<file path="src/rtl/prog_cycle_pkg.sv">
package prog_cycle_pkg;
    typedef enum logic [1:0] {
        ST_IDLE       = 2'd0,
        ST_INT_FIRST  = 2'd1,
        ST_INT_SECOND = 2'd2,
        ST_EXT_RUN    = 2'd3
    } pc_state_t;
endpackage

</file>
<file path="src/rtl/pc_edge_sync.sv">
module pc_edge_sync #(
    parameter int STAGES = 2
) (
    input  logic clk,
    input  logic rst_n,
    input  logic async_in,
    output logic level_o,
    output logic rise_o
);
    logic [STAGES:0] chain_q;

    always_ff @(posedge clk or negedge rst_n) begin
        if (!rst_n) chain_q <= '0;
        else        chain_q <= {chain_q[STAGES-1:0], async_in};
    end

    assign level_o = chain_q[STAGES-1];
    assign rise_o  = chain_q[STAGES-1] & ~chain_q[STAGES];

    // a detected rise needs a low sample before it can repeat
    assert_rise_single_R7: assert property (@(posedge clk) disable iff (!rst_n)
        rise_o |=> !rise_o);
endmodule

</file>
<file path="src/rtl/pc_prescaler.sv">
module pc_prescaler #(
    parameter int DIV = 128
) (
    input  logic clk,
    input  logic rst_n,
    input  logic clear,
    input  logic tick_in,
    output logic tick_out
);
    localparam int CW = (DIV > 1) ? $clog2(DIV) : 1;
    localparam logic [CW-1:0] LAST = CW'(DIV - 1);

    logic [CW-1:0] cnt_q;

    assign tick_out = tick_in && (cnt_q == LAST);

    always_ff @(posedge clk or negedge rst_n) begin
        if (!rst_n)       cnt_q <= '0;
        else if (clear)   cnt_q <= '0;
        else if (tick_in) cnt_q <= tick_out ? '0 : cnt_q + 1'b1;
    end

    assert_prescale_gap_R5: assert property (@(posedge clk) disable iff (!rst_n)
        (tick_out && (DIV > 1)) |=> !tick_out);
endmodule

</file>
<file path="src/rtl/pc_span_counter.sv">
module pc_span_counter #(
    parameter int CW = 10
) (
    input  logic          clk,
    input  logic          rst_n,
    input  logic          clear,
    input  logic          step,
    input  logic [CW-1:0] target,
    output logic          hit
);
    logic [CW-1:0] cnt_q;

    assign hit = step && (cnt_q == target - 1'b1);

    always_ff @(posedge clk or negedge rst_n) begin
        if (!rst_n)     cnt_q <= '0;
        else if (clear) cnt_q <= '0;
        else if (step)  cnt_q <= hit ? '0 : cnt_q + 1'b1;
    end

    assert_no_overflow_R6: assert property (@(posedge clk) disable iff (!rst_n)
        !clear |-> (cnt_q < target));
endmodule

</file>
<file path="src/rtl/prog_cycle_ctrl.sv">
module prog_cycle_ctrl
    import prog_cycle_pkg::*;
#(
    parameter int PRESCALE  = 128,
    parameter int INT_TICKS = 4,
    parameter int EXT_ONE   = 257,
    parameter int EXT_TWO   = 513,
    parameter int SYNC_FF   = 2
) (
    input  logic       clk,
    input  logic       rst_n,
    input  logic       mode_sample,
    input  logic       test_pin,
    input  logic       two_bytes,
    input  logic       commit,
    input  logic       osc_tick,
    output logic       busy,
    output logic [1:0] prog_en,
    output logic       done
);
    localparam int MAXC = (EXT_TWO > INT_TICKS) ? EXT_TWO : INT_TICKS;
    localparam int CW   = $clog2(MAXC + 1);
    localparam logic [CW-1:0] T_INT = CW'(INT_TICKS);
    localparam logic [CW-1:0] T_E1  = CW'(EXT_ONE);
    localparam logic [CW-1:0] T_E2  = CW'(EXT_TWO);

    pc_state_t state_q, state_d;
    logic ext_q, two_q, done_q;
    logic test_level, test_rise, pre_tick, span_hit, span_step, in_int;
    logic [CW-1:0] span_target;

    pc_edge_sync #(.STAGES(SYNC_FF)) u_sync (
        .clk(clk), .rst_n(rst_n), .async_in(test_pin),
        .level_o(test_level), .rise_o(test_rise)
    );

    assign in_int = (state_q == ST_INT_FIRST) || (state_q == ST_INT_SECOND);

    pc_prescaler #(.DIV(PRESCALE)) u_pre (
        .clk(clk), .rst_n(rst_n), .clear(!in_int),
        .tick_in(osc_tick), .tick_out(pre_tick)
    );

    assign span_step   = (in_int && pre_tick) || ((state_q == ST_EXT_RUN) && test_rise);
    assign span_target = (state_q == ST_EXT_RUN) ? (two_q ? T_E2 : T_E1) : T_INT;

    pc_span_counter #(.CW(CW)) u_span (
        .clk(clk), .rst_n(rst_n), .clear(state_q == ST_IDLE),
        .step(span_step), .target(span_target), .hit(span_hit)
    );

    // next-state logic
    always_comb begin
        state_d = state_q;
        unique case (state_q)
            ST_IDLE:       if (commit)   state_d = ext_q ? ST_EXT_RUN : ST_INT_FIRST;
            ST_INT_FIRST:  if (span_hit) state_d = two_q ? ST_INT_SECOND : ST_IDLE;
            ST_INT_SECOND: if (span_hit) state_d = ST_IDLE;
            ST_EXT_RUN:    if (span_hit) state_d = ST_IDLE;
            default:       state_d = ST_IDLE;
        endcase
    end

    // state register and latches
    always_ff @(posedge clk or negedge rst_n) begin
        if (!rst_n) begin
            state_q <= ST_IDLE;
            ext_q   <= 1'b0;
            two_q   <= 1'b0;
            done_q  <= 1'b0;
        end else begin
            state_q <= state_d;
            done_q  <= (state_q != ST_IDLE) && (state_d == ST_IDLE);
            if (state_q == ST_IDLE && mode_sample) ext_q <= ~test_level;
            if (state_q == ST_IDLE && commit)      two_q <= two_bytes;
        end
    end

    // outputs
    always_comb begin
        busy    = 1'b1;
        prog_en = 2'b00;
        unique case (state_q)
            ST_IDLE:       busy    = 1'b0;
            ST_INT_FIRST:  prog_en = 2'b01;
            ST_INT_SECOND: prog_en = 2'b10;
            ST_EXT_RUN:    prog_en = {two_q, 1'b1};
            default:       busy    = 1'b0;
        endcase
    end
    assign done = done_q;

    assert_busy_after_commit_R3: assert property (@(posedge clk) disable iff (!rst_n)
        (commit && !busy) |=> busy);
    assert_done_at_busy_fall_R8: assert property (@(posedge clk) disable iff (!rst_n)
        done |-> (!busy && $past(busy)));
    assert_done_single_R8: assert property (@(posedge clk) disable iff (!rst_n)
        done |=> !done);
    assert_en_only_busy_R6: assert property (@(posedge clk) disable iff (!rst_n)
        !busy |-> (prog_en == 2'b00));
    assert_int_one_byte_R4: assert property (@(posedge clk) disable iff (!rst_n)
        in_int |-> ($countones(prog_en) == 1));
    assert_mode_hold_R2: assert property (@(posedge clk) disable iff (!rst_n)
        busy |=> $stable(ext_q));
    assert_count_hold_R9: assert property (@(posedge clk) disable iff (!rst_n)
        busy |=> $stable(two_q));
endmodule

</file>
<file path="config.mk">
export PLATFORM = sky130hd
export DESIGN_NAME = prog_cycle_ctrl
export DESIGN_NICKNAME = d
export VERILOG_FILES = /design/src/rtl/prog_cycle_pkg.sv /design/src/rtl/pc_edge_sync.sv /design/src/rtl/pc_prescaler.sv /design/src/rtl/pc_span_counter.sv /design/src/rtl/prog_cycle_ctrl.sv
export SDC_FILE = /design/constraint.sdc
export NUM_CORES = 1
export LEC_CHECK = 0
export BUFFER_PORTS_ARGS = -buffer_cell sky130_fd_sc_hd__buf_4
export CORE_ASPECT_RATIO = 1.5
export CORE_UTILIZATION = 35
export CTS_CLUSTER_DIAMETER = 60
export DETAILED_ROUTE_END_ITERATION = 10
export MAX_ROUTING_LAYER = met4
export PLACE_DENSITY = 0.53
export SETUP_SLACK_MARGIN = 0.5
export SLEW_MARGIN = 20
export SYNTH_ARGS = -nofsm -noshare
export SYNTH_HDL_FRONTEND = slang
export SYNTH_SLANG_ARGS = --single-unit
</file>
<file path="constraint.sdc">
create_clock -name clk -period 2.1 [get_ports clk]
set_clock_uncertainty 0.1 [all_clocks]
set_input_delay 0.42 -clock clk [delete_from_list [all_inputs] [get_ports clk]]
set_output_delay 0.42 -clock clk [all_outputs]
set_load 0.005 [all_outputs]
</file>
# Word-level counts from Yosys, hierarchy flattened
# Index checks and enable logic that the tools add are counted.
# op_classes
add_sub_neg	3
eq_ne	6
n_mux	16
bitwise	3
n_reduce_logical	14
# ops
op	n
10-bit two-way mux	5
7-bit two-way mux	3
2-bit one-hot mux with 3 select lines	2
10-bit by 1-bit adder with 10-bit output (second input constant)	1
10-bit == test	1
2-bit two-way mux	5
10-bit by 1-bit subtractor with 10-bit output (second input constant)	1
7-bit by 1-bit adder with 7-bit output (second input constant)	1
7-bit == test (second input constant)	1
1-bit logical AND	7
2-bit == test (second input constant)	2
2-bit logical NOT	2
2-bit nonzero test	2
2-bit by 1-bit == test with 1-bit output (second input constant)	1
1-bit logical OR	2
2-bit inequality test (second input constant)	1
1-bit inverter	2
2-bit OR reduction	1
1-bit bitwise AND	1
1-bit two-way mux	1
# totals
register_bits	25
input_bits	7
output_inout_bits	4

# Longest topological paths before layout
# depth
ltp_word	9
mapped_depth	7

# By module
# From an unflattened synthesis, not the netlist that was laid out.
# unflattened
cells_unflattened	174
hier_area_um2	1609.0
# modules_own_cells
module	instances	cells_each	area_each_um2	seq_area_each_um2
pc_span_counter	1	96	830.8	250.2
pc_prescaler	1	38	355.3	175.2
prog_cycle_ctrl	1	36	334.1	125.1
pc_edge_sync	1	4	88.8	75.1

# Worst setup path before layout
# OpenSTA, ideal clock, no wires.
# synth_timing
kind	register -> register
start	register state_q[0]
end	register u_span.cnt_q[6]
setup_time_ps	132
arrival_ps	1905
required_ps	1868
slack_ps	-37
path_stages_with_launch	8
path_buffers	0
path_cell_list	dfrtp_1 -> inv_1 -> ha_1 -> and4_4 -> a211oi_4 -> or4b_1 -> xor2_1 -> nor2_1
# synth_via
elab_chain_len	8
elab_cells_between_ends	16
# synth_lines
element	line	rtl
start: declaration	prog_cycle_ctrl.sv:27	pc_state_t state_q, state_d;
start signal: assignment	prog_cycle_ctrl.sv:72	state_q <= state_d;
2-bit == test (tied with other cells)	prog_cycle_ctrl.sv:44, prog_cycle_ctrl.sv:45	
10-bit two-way mux / 1-bit logical OR (equally long branches)	prog_cycle_ctrl.sv:45, prog_cycle_ctrl.sv:37	
10-bit by 1-bit subtractor with 10-bit output / 1-bit logical AND (equally long branches)	pc_span_counter.sv:13, prog_cycle_ctrl.sv:44	
10-bit == test / 1-bit logical OR (equally long branches)	pc_span_counter.sv:13, prog_cycle_ctrl.sv:44	
1-bit logical AND	pc_span_counter.sv:13	assign hit = step && (cnt_q == target - 1'b1);
10-bit two-way mux (2 in series)	pc_span_counter.sv:18	else if (step) cnt_q <= hit ? '0 : cnt_q + 1'b1;
10-bit two-way mux	pc_span_counter.sv:17	else if (clear) cnt_q <= '0;
end signal: assignment	pc_span_counter.sv:18	
end: declaration	pc_span_counter.sv:11	logic [CW-1:0] cnt_q;
# Several ways; a longest one is shown, not always the timed one. The select of a mux whose other input is x is not followed.
# A chain may end at the register's enable or synchronous reset.

# Worst setup path after layout
# layout_timing
start	register state_q[0]
end	output port prog_en[0]
# layout_via
elab_chain_len	2
elab_cells_between_ends	4
# layout_lines
element	line	rtl
2-bit == test / 2-bit by 1-bit == test with 1-bit output (equally long branches)	prog_cycle_ctrl.sv:83	unique case (state_q)
2-bit one-hot mux with 3 select lines (*)	prog_cycle_ctrl.sv:83	
end: declaration	prog_cycle_ctrl.sv:18	output logic [1:0] prog_en,
# Every way passes the cells marked *; elsewhere a longest branch is shown, timed or not.

==> impl_results.html <==
<table>
<tr><th>Metric</th><th>Value</th></tr>
<tr><th colspan="2">Detailed routing</th></tr>
<tr><td>Via count</td><td>around 1200</td></tr>
<tr><td>Count of antenna-violating nets left after detailed routing</td><td>0</td></tr>
<tr><td>Via-per-instance ratio</td><td>5.33</td></tr>
<tr><td>Residual DRC count</td><td>0</td></tr>
<tr><td>Wire length per cell after detailed routing</td><td>16.3 um</td></tr>
<tr><td>Detailed router's first-iteration violation count</td><td>25</td></tr>
<tr><td>Routed Wire Length</td><td>3700 um</td></tr>
<tr><td>First-pass iteration count of the detailed router</td><td>3</td></tr>
<tr><th colspan="2">Setup path</th></tr>
<tr><td>CP most frequent cell</td><td>sky130_fd_sc_hd__buf_4</td></tr>
<tr><td>Worst Setup SP</td><td>state_q[0]</td></tr>
<tr><td>Cell family with most CP delay</td><td>flip-flops</td></tr>
<tr><td>R2R setup slack</td><td>60 ps</td></tr>
<tr><td>Max FO, Critical Path</td><td>4</td></tr>
<tr><td>Capture instance of the worst register-to-register path</td><td>u_span.cnt_q[6]</td></tr>
<tr><td>Critical path depth</td><td>6</td></tr>
<tr><td>Required time of the worst setup path</td><td>between 1500 and 2000 ps</td></tr>
<tr><td>Critical path arrival</td><td>1540 ps</td></tr>
<tr><td>Crit path buf inv count</td><td>3</td></tr>
<tr><td>Critical Path Sink Type</td><td>output port</td></tr>
<tr><td>Critical path's slowest cell</td><td>sky130_fd_sc_hd__dfrtp_2</td></tr>
<tr><td>Depth of the worst register-to-register path</td><td>7</td></tr>
<tr><td>Startpoint type of the worst setup path</td><td>flop</td></tr>
<tr><td>Cells along the critical path</td><td>buf_4, buf_4, ha_2, nor2_2, nor2_1, buf_4</td></tr>
<tr><td>Capture point of the critical path</td><td>prog_en[0]</td></tr>
<tr><td>Setup CP Type</td><td>reg2out</td></tr>
<tr><td>Startpoint of the lowest-slack register-to-register path</td><td>state_q[0]</td></tr>
<tr><td>Max incr delay on CP</td><td>480 ps</td></tr>
<tr><th colspan="2">Place</th></tr>
<tr><td>Post-detailed-placement half-perimeter wirelength</td><td>2470 um</td></tr>
<tr><td>Placement Cell Area</td><td>1660 sq um</td></tr>
<tr><td>Post-placement cell count</td><td>204</td></tr>
<tr><td>Routability-driven placement congestion ratio</td><td>roughly 0.80</td></tr>
<tr><td>Worst slack after detailed placement</td><td>-44.9 ps</td></tr>
<tr><td>Buffers added on ports</td><td>10</td></tr>
<tr><th colspan="2">Die</th></tr>
<tr><td>Starting density of the core</td><td>a little under two fifths</td></tr>
<tr><td>Die width</td><td>55.1 um</td></tr>
<tr><td>Die area</td><td>4510 sq um</td></tr>
<tr><td>Standard-cell row count</td><td>28</td></tr>
<tr><td>Core area</td><td>3990 sq um</td></tr>
<tr><td>I/O pin total</td><td>11</td></tr>
<tr><td>Die height</td><td>81.7 um</td></tr>
<tr><th colspan="2">Cells and area</th></tr>
<tr><td>Most frequent cells in the layout</td><td>27 x sky130_fd_sc_hd__buf_4, 23 x sky130_fd_sc_hd__dfrtp_1, 15 x sky130_fd_sc_hd__nand2_1</td></tr>
<tr><td>Syn-to-layout area delta</td><td>37.3%</td></tr>
<tr><td>Antenna cells</td><td>0</td></tr>
<tr><td>Number of nets in the layout</td><td>roughly 200</td></tr>
<tr><td>Post-route non-filler standard cell count</td><td>227</td></tr>
<tr><td>Most common cell after layout, fill and taps aside</td><td>sky130_fd_sc_hd__buf_4</td></tr>
<tr><td>Fraction of final layout cells with drive strength greater than 1</td><td>41.8%</td></tr>
<tr><td>Post-route core utilization</td><td>51.0%</td></tr>
<tr><td>Final design area excluding fillers</td><td>2040 sq um</td></tr>
<tr><th colspan="2">Timing</th></tr>
<tr><td>Final setup violation count</td><td>0</td></tr>
<tr><td>Hold Fails Final Rpt</td><td>0</td></tr>
<tr><td>Max Slew Vio Count</td><td>0</td></tr>
<tr><td>Tmin final</td><td>~2100 ps</td></tr>
<tr><td>Worst-margin pin slew</td><td>334 ps</td></tr>
<tr><td>Period Utilization, post-route</td><td>97.9%</td></tr>
<tr><td>Post-layout worst setup margin</td><td>~44 ps</td></tr>
<tr><td>Achievable Freq</td><td>486 MHz</td></tr>
<tr><td>Worst hold slack</td><td>approximately 150 ps</td></tr>
<tr><td>Setup repair after global routing missed its margin</td><td>true</td></tr>
<tr><td>Tightest slew margin relative to the limit</td><td>77.5%</td></tr>
<tr><th colspan="2">Synth</th></tr>
<tr><td>Ys async rst share</td><td>100%</td></tr>
<tr><td>Distinct cell type count after synthesis</td><td>between 40 and 50</td></tr>
<tr><td>Number of nets in the synthesized netlist</td><td>159</td></tr>
<tr><td>Sequential-to-total area share from yosys stat</td><td>42.2%</td></tr>
<tr><td>Number of synthesized flops with an enable pin</td><td>0</td></tr>
<tr><td>Post-Synthesis Cells</td><td>144</td></tr>
<tr><td>Flip-flop and latch count after synthesis</td><td>25</td></tr>
<tr><td>Post-synthesis average cell area</td><td>10.3 sq um</td></tr>
<tr><td>Total standard cell area after synthesis</td><td>1480 sq um</td></tr>
<tr><td>Yosys synthesis warning count</td><td>0</td></tr>
<tr><td>Predominant post-synthesis flop cell</td><td>sky130_fd_sc_hd__dfrtp_1</td></tr>
<tr><th colspan="2">Clocking</th></tr>
<tr><td>H-tree depth</td><td>1</td></tr>
<tr><td>Clock sinks</td><td>25</td></tr>
<tr><td>Insertion delay to the later sink of the worst-skew pair</td><td>roughly 270 ps</td></tr>
<tr><td>CTS tree</td><td>done</td></tr>
<tr><td>Clock transition time at the flip-flop clock pins of the worst setup and hold paths</td><td>100 ps</td></tr>
<tr><td>Clock tree root driver cell</td><td>sky130_fd_sc_hd__clkbuf_8</td></tr>
<tr><td>Max Root-Sink Buffers</td><td>2</td></tr>
<tr><td>Number of buffers created by CTS</td><td>3</td></tr>
<tr><th colspan="2">Power and ir drop</th></tr>
<tr><td>Worst vdd ir</td><td>between 0.3 and 0.4 mV</td></tr>
<tr><td>Lkg Pwr</td><td>0.903 nW</td></tr>
<tr><td>Pwr per Cell Area</td><td>513 nW/um^2</td></tr>
<tr><th colspan="2">Global route</th></tr>
<tr><td>Overflow left after global routing</td><td>0</td></tr>
<tr><td>Vias in the first global route</td><td>1286</td></tr>
<tr><td>GRT Resource Usage Total</td><td>18.7%</td></tr>
<tr><td>Pin count of the biggest net entering global routing</td><td>26</td></tr>
<tr><td>Antenna violations before repair</td><td>0</td></tr>
<tr><td>First-pass GRT wire length</td><td>5820 um</td></tr>
<tr><th colspan="2">Flow run</th></tr>
<tr><td>Max-cap check violation count</td><td>0</td></tr>
<tr><th colspan="2">Outcome</th></tr>
<tr><td>Outcome</td><td>finished clean</td></tr>
<tr><th colspan="2">Hold path</th></tr>
<tr><td>Min-delay worst type</td><td>in2reg</td></tr>
</table>
[repair_timing]
action / in CTS / in global routing
endpoints found under the setup margin: 16 / 16
hold endpoints to repair: 25 / 0
resized for setup: 24 / 16
pin swaps: 6 / 8
gates cloned: 0 / 0
hold buffers: 1 / 0
setup buffers: 8 / 10
[cells by family after synthesis]
family                   synth area share, %
AND/OR/NAND/NOR                         27.8
AO/OA/AOI/OAI                           13.5
flip-flops                              42.2
XOR/XNOR                                5.91
adder cells (fa/ha/maj)                 6.75
buffers and inverters                   3.04
multiplexers                           0.759
[through the flow]
stage / power (W) / setup TNS [ps]
finish: 0.00104 / 0
global route: 0.00111 / -18.9
CTS: 0.00106 / 0
detailed placement: 0.000752 / -44.9
global placement: 0.000745 / 0
floorplan: 0.000694 / 0
[Yosys cell counts (2+ instances only)]
| library cell | count | area [sq um] |
|---|---|---|
| sky130_fd_sc_hd__dfrtp_1 | 25 | 626 |
| sky130_fd_sc_hd__nand2_1 | 15 | 56.3 |
| sky130_fd_sc_hd__nor2_1 | 11 | 41.3 |
| sky130_fd_sc_hd__ha_1 | 8 | 100 |
| sky130_fd_sc_hd__nand3_1 | 8 | 40.0 |
| sky130_fd_sc_hd__nor3_1 | 7 | 35.0 |
| sky130_fd_sc_hd__o21ai_0 | 7 | 35.0 |
| sky130_fd_sc_hd__xnor2_1 | 6 | 52.6 |
| sky130_fd_sc_hd__and2_1 | 4 | 25.0 |
| sky130_fd_sc_hd__inv_1 | 4 | 15.0 |
| sky130_fd_sc_hd__xor2_1 | 4 | 35.0 |
| sky130_fd_sc_hd__a21oi_1 | 3 | 15.0 |
| sky130_fd_sc_hd__nand4_1 | 3 | 18.8 |
| sky130_fd_sc_hd__a21boi_0 | 2 | 15.0 |
| sky130_fd_sc_hd__a22oi_1 | 2 | 15.0 |
| sky130_fd_sc_hd__and4_4 | 2 | 22.5 |
| sky130_fd_sc_hd__buf_6 | 2 | 22.5 |
| sky130_fd_sc_hd__nand3b_1 | 2 | 15.0 |
| sky130_fd_sc_hd__nor2b_1 | 2 | 12.5 |
| sky130_fd_sc_hd__o31ai_1 | 2 | 15.0 |
| sky130_fd_sc_hd__or3_1 | 2 | 12.5 |
[registers in the layout, indices dropped and copies added (netlist names)]
signal and flops:
u_span.cnt_q 10, u_pre.cnt_q 7, u_sync.chain_q 3, state_q 2, done 1, ext_q 1
two_q 1
[worst reg2reg max path: stages, from the launching register on]
cell and delay, ps:
sky130_fd_sc_hd__dfrtp_2 460, sky130_fd_sc_hd__inv_4 60, sky130_fd_sc_hd__ha_4 260, sky130_fd_sc_hd__and4_4 260
sky130_fd_sc_hd__a211oi_4 90, sky130_fd_sc_hd__or4b_1 520, sky130_fd_sc_hd__xor2_1 150, sky130_fd_sc_hd__nor2_1 50
[power by group]
part	switching, W	internal [W]
clock network	0.000167	0.000135
registers	0.0000623	0.000534
logic	0.0000636	0.0000827
total	0.000293	0.000751
[how the worst min path moves through the flow]
stage | startpoint | endpoint | cells past startpoint
after global placement | u_sync.chain_q[0] | u_sync.chain_q[1] | 0
final | test_pin | u_sync.chain_q[0] | 1
after floorplan | rst_n | done | 0
after global routing | test_pin | u_sync.chain_q[0] | 1
after CTS | test_pin | u_sync.chain_q[0] | 1
after detailed placement | u_sync.chain_q[0] | u_sync.chain_q[1] | 0
[layout make-up]
| cell class | count | area, sq um |
|---|---|---|
| sequential | 25 | 628 |
| clock buffer | 3 | 41.3 |
| timing repair buffer | 37 | 314 |
| multi-input combinational | 112 | 968 |
| fill | 380 | 1960 |
| clock inverter | 1 | 7.51 |
| inverter | 4 | 20.0 |
| tap | 45 | 56.3 |
[routing by layer]
layer	GRT usage, %	vias to the layer above	wire length, um	part of all wire (%)
met1	18.0	598	1400	38
met5	-	-	0	0
li1	-	586	-	-
met3	1.67	10	51	1.4
met4	6.25	0	144	3.9
met2	36.5	17	2100	57
Note: power is estimated with default switching activity, not from simulation.
